**src/rtl/tcv_pkg.sv**
```systemverilog
package tcv_pkg;

  typedef enum logic [1:0] {
    ST_KEEP   = 2'd0,
    ST_FOLLOW = 2'd1,
    ST_STROBE = 2'd2
  } store_mode_e;

  typedef enum logic {
    PM_CHECK = 1'b0,
    PM_GEN   = 1'b1
  } par_mode_e;

endpackage

```
**src/rtl/tcv_store.sv**
```systemverilog
module tcv_store #(
  parameter int W = 18
) (
  input  logic         clk,
  input  logic         rst,
  input  logic         le,
  input  logic         stb,
  input  logic [W-1:0] d,
  output logic [W-1:0] q
);
  import tcv_pkg::*;

  logic        stb_q;
  logic        stb_rise;
  store_mode_e mode;

  assign stb_rise = stb & ~stb_q;

  always_comb begin
    if (le)            mode = ST_FOLLOW;
    else if (stb_rise) mode = ST_STROBE;
    else               mode = ST_KEEP;
  end

  always_ff @(posedge clk) begin
    if (rst) begin
      stb_q <= 1'b0;
      q     <= '0;
    end else begin
      stb_q <= stb;
      case (mode)
        ST_FOLLOW, ST_STROBE: q <= d;
        default:              q <= q;
      endcase
    end
  end

  // storage is cleared by reset
  a_r1_clear: assert property (@(posedge clk) rst |=> q == '0);
  // latch enable high makes the stage follow its input
  a_r2_follow: assert property (@(posedge clk) disable iff (rst)
    le |=> q == $past(d));
  // with latch enable low and strobe not rising, contents are kept
  a_r3_hold: assert property (@(posedge clk) disable iff (rst)
    (!le && !(stb && !stb_q)) |=> $stable(q));

endmodule

```
**src/rtl/tcv_parity.sv**
```systemverilog
module tcv_parity #(
  parameter int BYTES  = 2,
  parameter int BYTE_W = 8
) (
  input  logic                    gen,
  input  logic                    odd_sel,
  input  logic [BYTES*BYTE_W-1:0] data,
  input  logic [BYTES-1:0]        par_in,
  output logic [BYTES-1:0]        par_out,
  output logic [BYTES-1:0]        err
);
  import tcv_pkg::*;

  par_mode_e pm;
  assign pm = par_mode_e'(gen);

  for (genvar g = 0; g < BYTES; g++) begin : g_byte
    logic [BYTE_W-1:0] bits;
    logic              red;
    assign bits       = data[g*BYTE_W +: BYTE_W];
    assign red        = ^bits;
    assign par_out[g] = (pm == PM_GEN) ? (red ^ odd_sel) : par_in[g];
    assign err[g]     = (pm == PM_CHECK) & (red ^ par_in[g] ^ odd_sel);
  end

endmodule

```
**src/rtl/bparity_xcvr.sv**
```systemverilog
module bparity_xcvr #(
  parameter int BYTES  = 2,
  parameter int BYTE_W = 8
) (
  input  logic                    clk,
  input  logic                    rst,
  input  logic                    odd_sel,
  input  logic                    ab_gen,
  input  logic                    ab_le,
  input  logic                    ab_stb,
  input  logic                    ab_oe_n,
  input  logic                    ba_le,
  input  logic                    ba_stb,
  input  logic                    ba_oe_n,
  input  logic [BYTES*BYTE_W-1:0] a_in,
  input  logic [BYTES-1:0]        pa_in,
  output logic [BYTES*BYTE_W-1:0] a_out,
  output logic [BYTES-1:0]        pa_out,
  output logic                    a_oe,
  output logic                    a_err_pull,
  input  logic [BYTES*BYTE_W-1:0] b_in,
  input  logic [BYTES-1:0]        pb_in,
  output logic [BYTES*BYTE_W-1:0] b_out,
  output logic [BYTES-1:0]        pb_out,
  output logic                    b_oe,
  output logic                    b_err_pull
);
  localparam int DW = BYTES * BYTE_W;
  localparam int SW = DW + BYTES;

  logic [SW-1:0]    ab_q, ba_q;
  logic [BYTES-1:0] ab_err, ba_err;
  logic [BYTES-1:0] ba_par_unused;

  tcv_store #(.W(SW)) u_ab_store (
    .clk (clk), .rst (rst), .le (ab_le), .stb (ab_stb),
    .d   ({pa_in, a_in}), .q (ab_q)
  );

  tcv_store #(.W(SW)) u_ba_store (
    .clk (clk), .rst (rst), .le (ba_le), .stb (ba_stb),
    .d   ({pb_in, b_in}), .q (ba_q)
  );

  tcv_parity #(.BYTES(BYTES), .BYTE_W(BYTE_W)) u_ab_par (
    .gen (ab_gen), .odd_sel (odd_sel), .data (ab_q[DW-1:0]),
    .par_in (ab_q[SW-1:DW]), .par_out (pb_out), .err (ab_err)
  );

  tcv_parity #(.BYTES(BYTES), .BYTE_W(BYTE_W)) u_ba_par (
    .gen (1'b0), .odd_sel (odd_sel), .data (ba_q[DW-1:0]),
    .par_in (ba_q[SW-1:DW]), .par_out (ba_par_unused), .err (ba_err)
  );

  assign b_out      = ab_q[DW-1:0];
  assign b_oe       = ~ab_oe_n;
  assign b_err_pull = ~ab_oe_n & (|ab_err);

  assign a_out      = ba_q[DW-1:0];
  assign pa_out     = ba_q[SW-1:DW];
  assign a_oe       = ~ba_oe_n;
  assign a_err_pull = ~ba_oe_n & (|ba_err);

  // a disabled direction neither drives nor flags
  a_r4_quiet_when_off: assert property (@(posedge clk) disable iff (rst)
    ab_oe_n |-> (!b_oe && !b_err_pull));
  // check mode passes the stored parity through
  a_r8_pass_parity: assert property (@(posedge clk) disable iff (rst)
    !ab_gen |-> pb_out == ab_q[SW-1:DW]);
  // generate mode never raises the B-side flag
  a_r9_gen_no_flag: assert property (@(posedge clk) disable iff (rst)
    ab_gen |-> !b_err_pull);
  // B-to-A parity output equals the stored parity bits
  a_r10_ba_pass: assert property (@(posedge clk) disable iff (rst)
    pa_out == ba_par_unused);

  for (genvar g = 0; g < BYTES; g++) begin : g_chk
    // each generated 9-bit group has the selected ones-count sense
    a_r5_r6_gen_sense: assert property (@(posedge clk) disable iff (rst)
      ab_gen |-> ((^{b_out[g*BYTE_W +: BYTE_W], pb_out[g]}) == odd_sel));
  end

endmodule

```
**config.mk**
```make
export PLATFORM = sky130hd
export DESIGN_NAME = bparity_xcvr
export DESIGN_NICKNAME = d
export VERILOG_FILES = /design/src/rtl/tcv_pkg.sv /design/src/rtl/tcv_store.sv /design/src/rtl/tcv_parity.sv /design/src/rtl/bparity_xcvr.sv
export SDC_FILE = /design/constraint.sdc
export NUM_CORES = 1
export LEC_CHECK = 0
export BUFFER_PORTS_ARGS = -buffer_cell sky130_fd_sc_hd__buf_2
export CAP_MARGIN = 20
export CORE_ASPECT_RATIO = 0.6
export CORE_MARGIN = 4
export CORE_UTILIZATION = 49
export CTS_BUF_LIST = sky130_fd_sc_hd__clkbuf_16
export CTS_CLUSTER_SIZE = 14
export DETAILED_ROUTE_END_ITERATION = 7
export PLACE_DENSITY = 0.84
export SETUP_SLACK_MARGIN = 0.02
export SLEW_MARGIN = 20
export SYNTH_ARGS = -nofsm -noshare
export SYNTH_HDL_FRONTEND = slang
export SYNTH_SLANG_ARGS = --single-unit
```
**constraint.sdc**
```tcl
create_clock -name clk -period 3.6 [get_ports clk]
set_input_delay 0.18 -clock clk [delete_from_list [all_inputs] [get_ports clk]]
set_output_delay 0.18 -clock clk [all_outputs]
set_load 0.005 [all_outputs]
```
# Word level (Yosys, flattened, before mapping)
# Cells that the tools add are included.
# totals
reg_bits	38
latchBits	0
ramBits	0
mem_bits_ro	0
inputBits	46
output_inout_bits	40
word_cells	43
mem_count	0
# classes
n_addsub	0
multipliers	0
div_mod_pow	0
magnitude_cmp	0
eq_ne	4
shift	0
mux	6
bitwise_logic	21
reduce_logical	8
# ops
operator	n
XOR reduction 8 bit	4
bitwise XOR 1 bit	10
two-way mux 2 bit	4
OR reduction 2 bit	4
bitwise AND 1 bit	6
inverter 1 bit	5
== test 2 x 1 -> 1 bit (second input constant)	2
== test 2 bit (second input constant)	2
two-way mux 1 bit	2

# Depth between registers and ports, before layout
# Gate-level depths: netlist of the first run.
# depth
ltp_word	6
ltp_mapped	6
mapped_depth_nobuf	5

# Hierarchy
# Synthesis of the first run repeated with hierarchy kept, for this count alone.
# hier_totals
hier_cells	209
hier_area_um2	2220.9
# by_module_without_submodules
module	n_inst	cells_per_inst	area_per_inst_um2	seq_area_each_um2
tcv_store	2	82	852.1	380.4
tcv_parity	2	20	242.7	0.0
bparity_xcvr	1	5	31.3	0.0

# Worst setup path before layout of the first run
# OpenSTA, ideal clock, no wires.
# synth_timing
path_type	register to output
from	register u_ab_store.q[10]
to	output port b_err_pull
arrival_ns	1.397
t_required_ns	3.420
slack_ns	2.023
stages_incl_launch_ff	6
path_buffers	0
cell_sequence	dfxtp_1 xnor2_1 xnor3_1 xnor2_1 xnor2_1 a211oi_2
# synth_between
elab_chain_len	6
# synth_lines
element	line_no	text
start, declared	tcv_store.sv:9	output logic [W-1:0] q
start signal, assigned	tcv_store.sv:33	default: q <= q;
XOR reduction 8 bit	tcv_parity.sv:21	assign red = ^bits;
bitwise XOR 1 bit (2 in series)	tcv_parity.sv:23	assign err[g] = (pm == PM_CHECK) & (red ^ par_in[g] ^ odd_sel);
bitwise AND 1 bit	tcv_parity.sv:23	
OR reduction 2 bit	bparity_xcvr.sv:57	assign b_err_pull = ~ab_oe_n & (|ab_err);
bitwise AND 1 bit	bparity_xcvr.sv:57	
end, declared	bparity_xcvr.sv:26	output logic b_err_pull
# Every way passes these cells.

# Final worst setup path of the first run
# layout_timing
from	register u_ab_store.q[3]
to	output port b_err_pull
# Same word-level chain as after synthesis.

==> results of run 1 <==
Yosys cell counts (all sizes together):
cell | n | area share
a21o | 2 | 0.0084
xor2 | 4 | 0.020
xnor3 | 4 | 0.050
nor3 | 2 | 0.0056
xnor2 | 22 | 0.11
nor2b | 2 | 0.0070
dfxtp | 38 | 0.42
a211oi | 1 | 0.0070
nand2 | 72 | 0.15
inv | 4 | 0.0084
a21oi | 38 | 0.11
and3 | 1 | 0.0042
buf | 16 | 0.067
clkbuf | 10 | 0.021
mux2 | 2 | 0.013
stage by stage:
| stage | utilization | hold WS [ns] | instances | area (um2) |
|---|---|---|---|---|
| finish | 0.672 | 0.144 | 332 | 2270 |
| global route | 0.672 | 0.145 | 332 | 2270 |
| CTS | 0.672 | 0.140 | 332 | 2270 |
| detailed placement | 0.630 | 0.430 | 324 | 2130 |
| global placement | 0.630 | 0.424 | 324 | 2130 |
| floorplan | - | 0.308 | 218 | 1790 |
layer usage:
metal | track usage | wire, um | up-vias
met4 | 0.0632 | 34 | 0
li1 | - | - | 816
met5 | 0 | 0 | -
met2 | 0.286 | 1890 | 56
met1 | 0.242 | 1940 | 691
met3 | 0.0692 | 403 | 4
layout make-up:
| class | instances | share of cell area |
|---|---|---|
| inverters | 4 | 0.00661 |
| clock buffers | 5 | 0.0551 |
| well taps | 45 | 0.0248 |
| multi-input cells | 150 | 0.378 |
| flip-flops and latches | 38 | 0.335 |
| repair buffers | 87 | 0.194 |
| clock inverters | 3 | 0.00716 |
flip-flops by register name (all words and copies together) (netlist names):
register          count
u_ab_store.q         18
u_ab_store.stb_q      1
u_ba_store.q         18
u_ba_store.stb_q      1
worst max-delay path: stages (launching register included):
cell and delay [ns]:
dfxtp_1 0.32, xnor2_1 0.17, xnor3_1 0.43, xnor2_1 0.30
xnor2_1 0.13, a211oi_2 0.17, buf_2 0.14
final timing paths:
path	start	endpoint	slack [ns]	cells past startpoint
worst max-delay path	u_ab_store.q[3]	b_err_pull	1.48	6
worst min-delay path	a_in[10]	u_ab_store.q[10]	0.14	3
worst max register to register	u_ba_store.stb_q	u_ba_store.q[12]	2.38	4
worst min register to register	u_ab_store.q[4]	u_ab_store.q[4]	0.48	2
cell families after synthesis:
logic type      count (synthesis)
simple gates                   77
buf+inv                        30
compound gates                 41
flops                          38
xor+xnor                       30
mux                             2
power by group through the flow:
| stage | Sequential (mW) | Clock [mW] | Combinational, mW |
|---|---|---|---|
| 4_1_cts | 0.472 | 0.419 | 0.255 |
| 6_report | 0.472 | 0.410 | 0.253 |
| 3_3_place_gp | 0.479 | 0 | 0.246 |
| 2_1_floorplan | 0.478 | 0 | 0.178 |
| 5_1_grt | 0.476 | 0.437 | 0.279 |
| 3_5_place_dp | 0.481 | 0 | 0.252 |
==> flow_summary.yaml, run 1 <==
outcome:
  status: "finished, final reports clean"
global_routing:
  grt_max_degree: 39
  antenna_found_initial: 0
  track_usage: 0.186
  grt_pass1_wl_um: 6640
  gr-total-overflow: 0
  grt_pass1_vias: 1460
timing:
  clock_skew_ns: 0.00388
  fin_crit_sh: 0.588
  rsz0062_at_grt: "false"
  maxSlewViolCount: 0
  max_slew.worst_pin.slew_ns: 0.701
  relSlewSlack: 0.533
  hold_violations: 0
  final.setup.worst_slack_ns: 1.48
  fin_crit_ns: 2.12
  finalSetupViolCount: 0
  finalSetupTns_ns: 0
  max_freq_mhz: 472
detailed_routing:
  route.detailed.drc: 0
  wire_per_inst_um: 12.8
  wirelength_um: 4260
  firstDrtPassIters: 4
  viasPerCell: 4.72
  num_vias: 1567
  drtIter0Drc: 61
  drtAntennaViolNets: 0
synth:
  syn_area_per_cell_um2: 8.22
  synth_compound_area_frac: 0.122
  yosysWarnings: 0
  synth.distinct_cells: 15
  synthMuxAreaShare: 0.0126
  synthXorXnorAreaFrac: 0.177
  synth_simple_gate_area_frac: 0.168
  syn-instance-count: 218
  synth_top_family_by_area: "XOR/XNOR gates"
  ys_seq_elements: 38
  yosysSeqAreaShare: 0.425
  syn-num-nets: 264
  syn_area_um2: 1790
  yosys.area_share.adder: 0
power:
  vdd_drop_max_uv: 287
  power_density_nw_per_um2: 499
  p_leak_nw: 1.13
  pwr-share-clk: 0.361
  combPwrFrac: 0.223
  power_switching_uw: 297
  p_int_uw: 837
  total_power_mw: 1.13
  power_frac_seq: 0.416
  p_sw_frac: 0.262
cts:
  cts_tree: "done"
  root_buffer: "clkbuf_16"
  htree_levels: 2
  cts_hold_repair.buffers: 0
  clockBufferDepth: 2
  clock-sinks: 38
  cts_buffers: 5
  post_cts_resized: 0
  clk_pin_slew_ns: 0.06
  post_cts_buffers: 0
  clk-insertion-delay-late_ns: 0.27
final_layout:
  nFillCells: 290
  diodes: 0
  final_cell_mix: "buf_2 (85), nand2_1 (72), a21oi_1 (38), dfxtp_1 (38), xnor2_1 (22)"
  drive_above_1_share: 0.341
  final_common_cell: "buf_2"
  multi_input_area_um2: 858
  seq_area_um2: 761
  syn_to_final_growth_pct: 26.8
  nets: 332
worst_setup_path:
  critPathLaunchType: "flip-flop"
  cp_data_required_time_ns: 3.42
  worst-path-max-fanout: 3
  cp.arrival_ns: 1.94
  path_class: "reg2out"
  end_kind: "output port"
placed_design:
  place_congestion: 0.761
  dp_slack_ns: 1.79
  io_buffers: 85
  dp_hpwl_um: 3200
floorplan:
  dieArea_um2: 4720
  die_h_um: 54.8
  core_um2: 3380
  initial_core_util: 0.530
  die_x_um: 86.1
  fp-row-count: 16
  pin_count: 86
job:
  maxCapViolCount: 0
min_path:
  hold_class: "in2reg"
(Power assumes the default switching activity.)
==> run 2, diff against run 1 <==
Settings changed: CORE_UTILIZATION 49 to 46, PLACE_DENSITY 0.84 to 0.8.
Clock period 3.6 ns to 1.95 ns, I/O delays scaled along.
==> flow_summary.yaml, run 2 (synthesis gave the netlist of run 1 again) <==
worst_setup_path:
  path_buf_inv: 2
  crit_chain: "xnor2_2 > xnor3_1 > xnor2_2 > buf_4 > mux2_4 > buf_6"
  cp_data_required_time_ns: 1.85
  end_kind: "output port"
  critPathLaunchType: "flip-flop"
  cpMostUsedCell: "xnor2_2"
  worst-path-stages: 6
  worst-path-max-fanout: 3
  path_class: "reg2out"
  cp.arrival_ns: 1.93
  cpPeakStageDelay_ns: 0.47
  crit_family: "XOR/XNOR gates"
  critPathSlowestCell: "xnor3_1"
  r2r_cells: 4
timing:
  rsz0062_at_grt: "true"
  final.setup.worst_slack_ns: -0.0737
  fin_crit_sh: 1.04
  maxSlewViolCount: 0
  clock_skew_ns: 0.00310
  hold_violations: 0
  max_freq_mhz: 494
  fin_crit_ns: 2.02
  relSlewSlack: 0.543
  max_slew.worst_pin.slew_ns: 0.686
  holdWs_ns: 0.0575
  finalSetupViolCount: 3
final_layout:
  fin_cells: 339
  syn_to_final_growth_pct: 40.4
  top_regs: "u_ab_store.q: 18 flops, u_ba_store.q: 18 flops"
  final_cell_mix: "buf_2 (83), nand2_1 (72), a21oi_1 (38)"
  drive_above_1_share: 0.455
  final_common_cell: "buf_2"
  nets: 337
  diodes: 0
placed_design:
  io_buffers: 85
  dp_hpwl_um: 3160
  place_congestion: 0.734
  dp.cells: 326
detailed_routing:
  drtIter0Drc: 58
  route.detailed.drc: 0
  drtAntennaViolNets: 0
  wire_per_inst_um: 12.6
  viasPerCell: 4.71
  wirelength_um: 4290
  firstDrtPassIters: 4
  num_vias: 1598
global_routing:
  grt_pass1_wl_um: 6800
  grt_max_degree: 39
  track_usage: 0.173
  grt_pass1_vias: 1516
  gr-total-overflow: 0
  antenna_found_initial: 0
floorplan:
  core_um2: 3700
  dieArea_um2: 4990
  die_x_um: 88.6
  fp-row-count: 17
  pin_count: 86
  die_h_um: 56.3
  initial_core_util: 0.484
cts:
  clk-insertion-delay-late_ns: 0.27
  cts_buffers: 5
  cts_hold_repair.buffers: 0
  root_buffer: "clkbuf_16"
  clock-sinks: 38
  htree_levels: 2
  clockBufferDepth: 2
  cts_tree: "done"
  clk_pin_slew_ns: 0.05
outcome:
  violations: "setup timing"
  status: "finished, violations left"
power:
  total_power_mw: 2.52
  power_density_nw_per_um2: 1000
  vdd_drop_max_uv: 603
  p_leak_nw: 1.25
min_path:
  whs_path_depth: 3
  hold_class: "in2reg"
job:
  maxCapViolCount: 0
run 2: worst paths after layout:
kind,to,startpoint,slack (ns)
setup / recovery,pb_out[1],u_ab_store.q[10],-0.07
hold / removal,u_ab_store.q[10],a_in[10],0.06
setup reg to reg,u_ba_store.q[11],u_ba_store.stb_q,0.73
hold reg to reg,u_ba_store.q[3],u_ba_store.q[3],0.47
run 2: tightest hold or removal path, cell delays in order:
cell and delay [ns]:
buf_2 0.09, nand2_1 0.04, a21oi_1 0.05
run 2: final cells by class:
type / count / area (um2)
clock buffer: 5 / 125
clock inverter: 3 / 68.8
fill: 303 / 1190
inverter: 4 / 15.0
multi-input combinational: 150 / 973
sequential: 38 / 783
tap: 47 / 58.8
timing repair buffer: 92 / 490
run 2: routing by layer:
| layer | GRT usage | vias up | part of all wire |
|---|---|---|---|
| li1 | - | 829 | - |
| met1 | 0.242 | 710 | 0.48 |
| met2 | 0.265 | 55 | 0.44 |
| met3 | 0.0469 | 4 | 0.078 |
| met4 | 0.0388 | 0 | 0.0072 |
| met5 | 0 | - | 0 |
run 2: through the flow:
| stage | instance area [um2] | setup slack, ns | TNS, ns | utilization |
|---|---|---|---|---|
| floorplan | 1790 | 0.456 | 0 | - |
| global route | 2510 | -0.133 | -0.395 | 0.680 |
| global placement | 2130 | 0.275 | 0 | 0.576 |
| finish | 2510 | -0.0737 | -0.210 | 0.680 |
| detailed placement | 2130 | 0.194 | 0 | 0.576 |
| CTS | 2400 | -0.0573 | -0.0573 | 0.649 |
run 2: timing repair:
| item | in CTS | in global routing |
|---|---|---|
| buffers inserted | 3 | 2 |
| setup endpoints to repair | 2 | 4 |
| gates resized for setup | 12 | 23 |
| pin swaps | 12 | 15 |
run 2: power by group:
group	internal (mW)	leakage (nW)	switching, mW
Clock	0.734	0.0940	0.290
Sequential	0.830	0.320	0.0502
Combinational	0.356	0.834	0.257
==> run 3, diff against run 2 <==
Settings changed: HOLD_SLACK_MARGIN set to 0.12.
==> flow_summary.yaml, run 3 (synthesis gave the netlist of run 1 again) <==
floorplan:
  die_x_um: 88.6
  core_um2: 3700
  die_h_um: 56.3
  pin_count: 86
  initial_core_util: 0.484
  fp-row-count: 17
  dieArea_um2: 4990
final_layout:
  drive_above_1_share: 0.386
  nets: 374
  diodes: 0
  top_regs: "u_ab_store.q: 18 flops, u_ba_store.q: 18 flops"
  final_area_um2: 2850
  final_cell_mix: "buf_2 (84), nand2_1 (72), a21oi_1 (38), dlygate4sd3_1 (38), dfxtp_1 (26)"
  syn_to_final_growth_pct: 58.9
  nFillCells: 263
  fin_cells: 376
  seq_area_um2: 776
  multi_input_area_um2: 946
  final_common_cell: "buf_2"
placed_design:
  postPlaceCellArea_um2: 2130
  io_buffers: 85
  place_congestion: 0.734
  dp_hpwl_um: 3160
  dp.cells: 326
  dp_slack_ns: 0.194
detailed_routing:
  num_vias: 1768
  wirelength_um: 5160
  firstDrtPassIters: 4
  viasPerCell: 4.70
  drtAntennaViolNets: 0
  route.detailed.drc: 0
  wire_per_inst_um: 13.7
  drtIter0Drc: 73
timing:
  fin_crit_ns: 2.01
  hold_violations: 0
  max_slew.worst_pin.slew_ns: 0.688
  rsz0062_at_grt: "true"
  max_freq_mhz: 497
  finalSetupViolCount: 2
  fin_crit_sh: 1.03
  final.setup.worst_slack_ns: -0.0620
  clock_skew_ns: 0.00482
  relSlewSlack: 0.541
  maxSlewViolCount: 0
worst_setup_path:
  worst-path-max-fanout: 2
  critPathLaunchType: "flip-flop"
  cp_data_required_time_ns: 1.85
  end_kind: "output port"
  path_class: "reg2out"
  cp.arrival_ns: 1.91
outcome:
  violations: "setup timing"
  status: "finished, violations left"
job:
  maxCapViolCount: 0
min_path:
  hold_class: "in2reg"
cts:
  clock-sinks: 38
  clockBufferDepth: 2
  htree_levels: 2
  clk-insertion-delay-late_ns: 0.28
  clk_pin_slew_ns: 0.06
  cts_buffers: 5
  root_buffer: "clkbuf_16"
  cts_tree: "done"
global_routing:
  grt_pass1_vias: 1801
  antenna_found_initial: 0
  grt_max_degree: 39
  gr-total-overflow: 0
  track_usage: 0.212
  grt_pass1_wl_um: 8230
power:
  vdd_drop_max_uv: 613
  p_leak_nw: 1.38
  power_density_nw_per_um2: 886
==> run 3: worst paths after layout <==
| path | startpoint | endpoint | slack, ns | depth (start not counted) |
|---|---|---|---|---|
| min | ba_le | u_ba_store.q[3] | 0.31 | 5 |
| max reg2reg | u_ba_store.stb_q | u_ba_store.q[11] | 0.69 | 4 |
| max | u_ab_store.q[6] | pb_out[0] | -0.06 | 6 |
| min reg2reg | u_ba_store.q[3] | u_ba_store.q[3] | 0.47 | 2 |
==> run 3: layer usage <==
metal / global-route usage / wire [um] / up-vias
li1: - / - / 900
met1: 0.256 / 2160 / 796
met2: 0.373 / 2590 / 68
met3: 0.0587 / 389 / 4
met4: 0.0431 / 25 / 0
met5: 0 / 0 / -
==> run 3: power breakdown <==
group	switching, mW	internal [mW]	leakage, nW
combinational	0.253	0.362	0.971
clock	0.294	0.734	0.0940
sequential	0.0498	0.831	0.319
==> run 3: timing repair <==
item | 4_1_cts | 5_1_grt
pin swaps | 12 | 6
gates resized for setup | 12 | 13
hold endpoints to repair | 38 | 0
setup buffers | 3 | 1
hold buffers | 38 | 0
endpoints found under the setup margin | 2 | 4
==> run 3: through the flow <==
| stage | util | hold slack [ns] | TNS (ns) | power [mW] |
|---|---|---|---|---|
| floorplan | - | 0.215 | 0 | 1.21 |
| global placement | 0.576 | 0.343 | 0 | 1.34 |
| detailed placement | 0.576 | 0.348 | 0 | 1.36 |
| CTS | 0.752 | 0.311 | -0.0573 | 2.49 |
| global route | 0.769 | 0.342 | -0.289 | 2.64 |
| finish | 0.769 | 0.311 | -0.110 | 2.52 |
==> run 3: final cells by class <==
cell class                 instances  area share
clock buffer                       5      0.0440
clock inverter                     3      0.0242
inverter                           4     0.00527
multi-input combinational        150       0.332
sequential                        38       0.273
tap                               47      0.0207
timing repair buffer             129       0.301
==> run 3: worst max-delay path, cell delays in order (launching register included) <==
cell and delay, ns:
dfxtp_2 0.34, xnor2_2 0.14, xnor3_1 0.44, xnor2_2 0.18, buf_4 0.15, mux2_2 0.27
buf_6 0.12
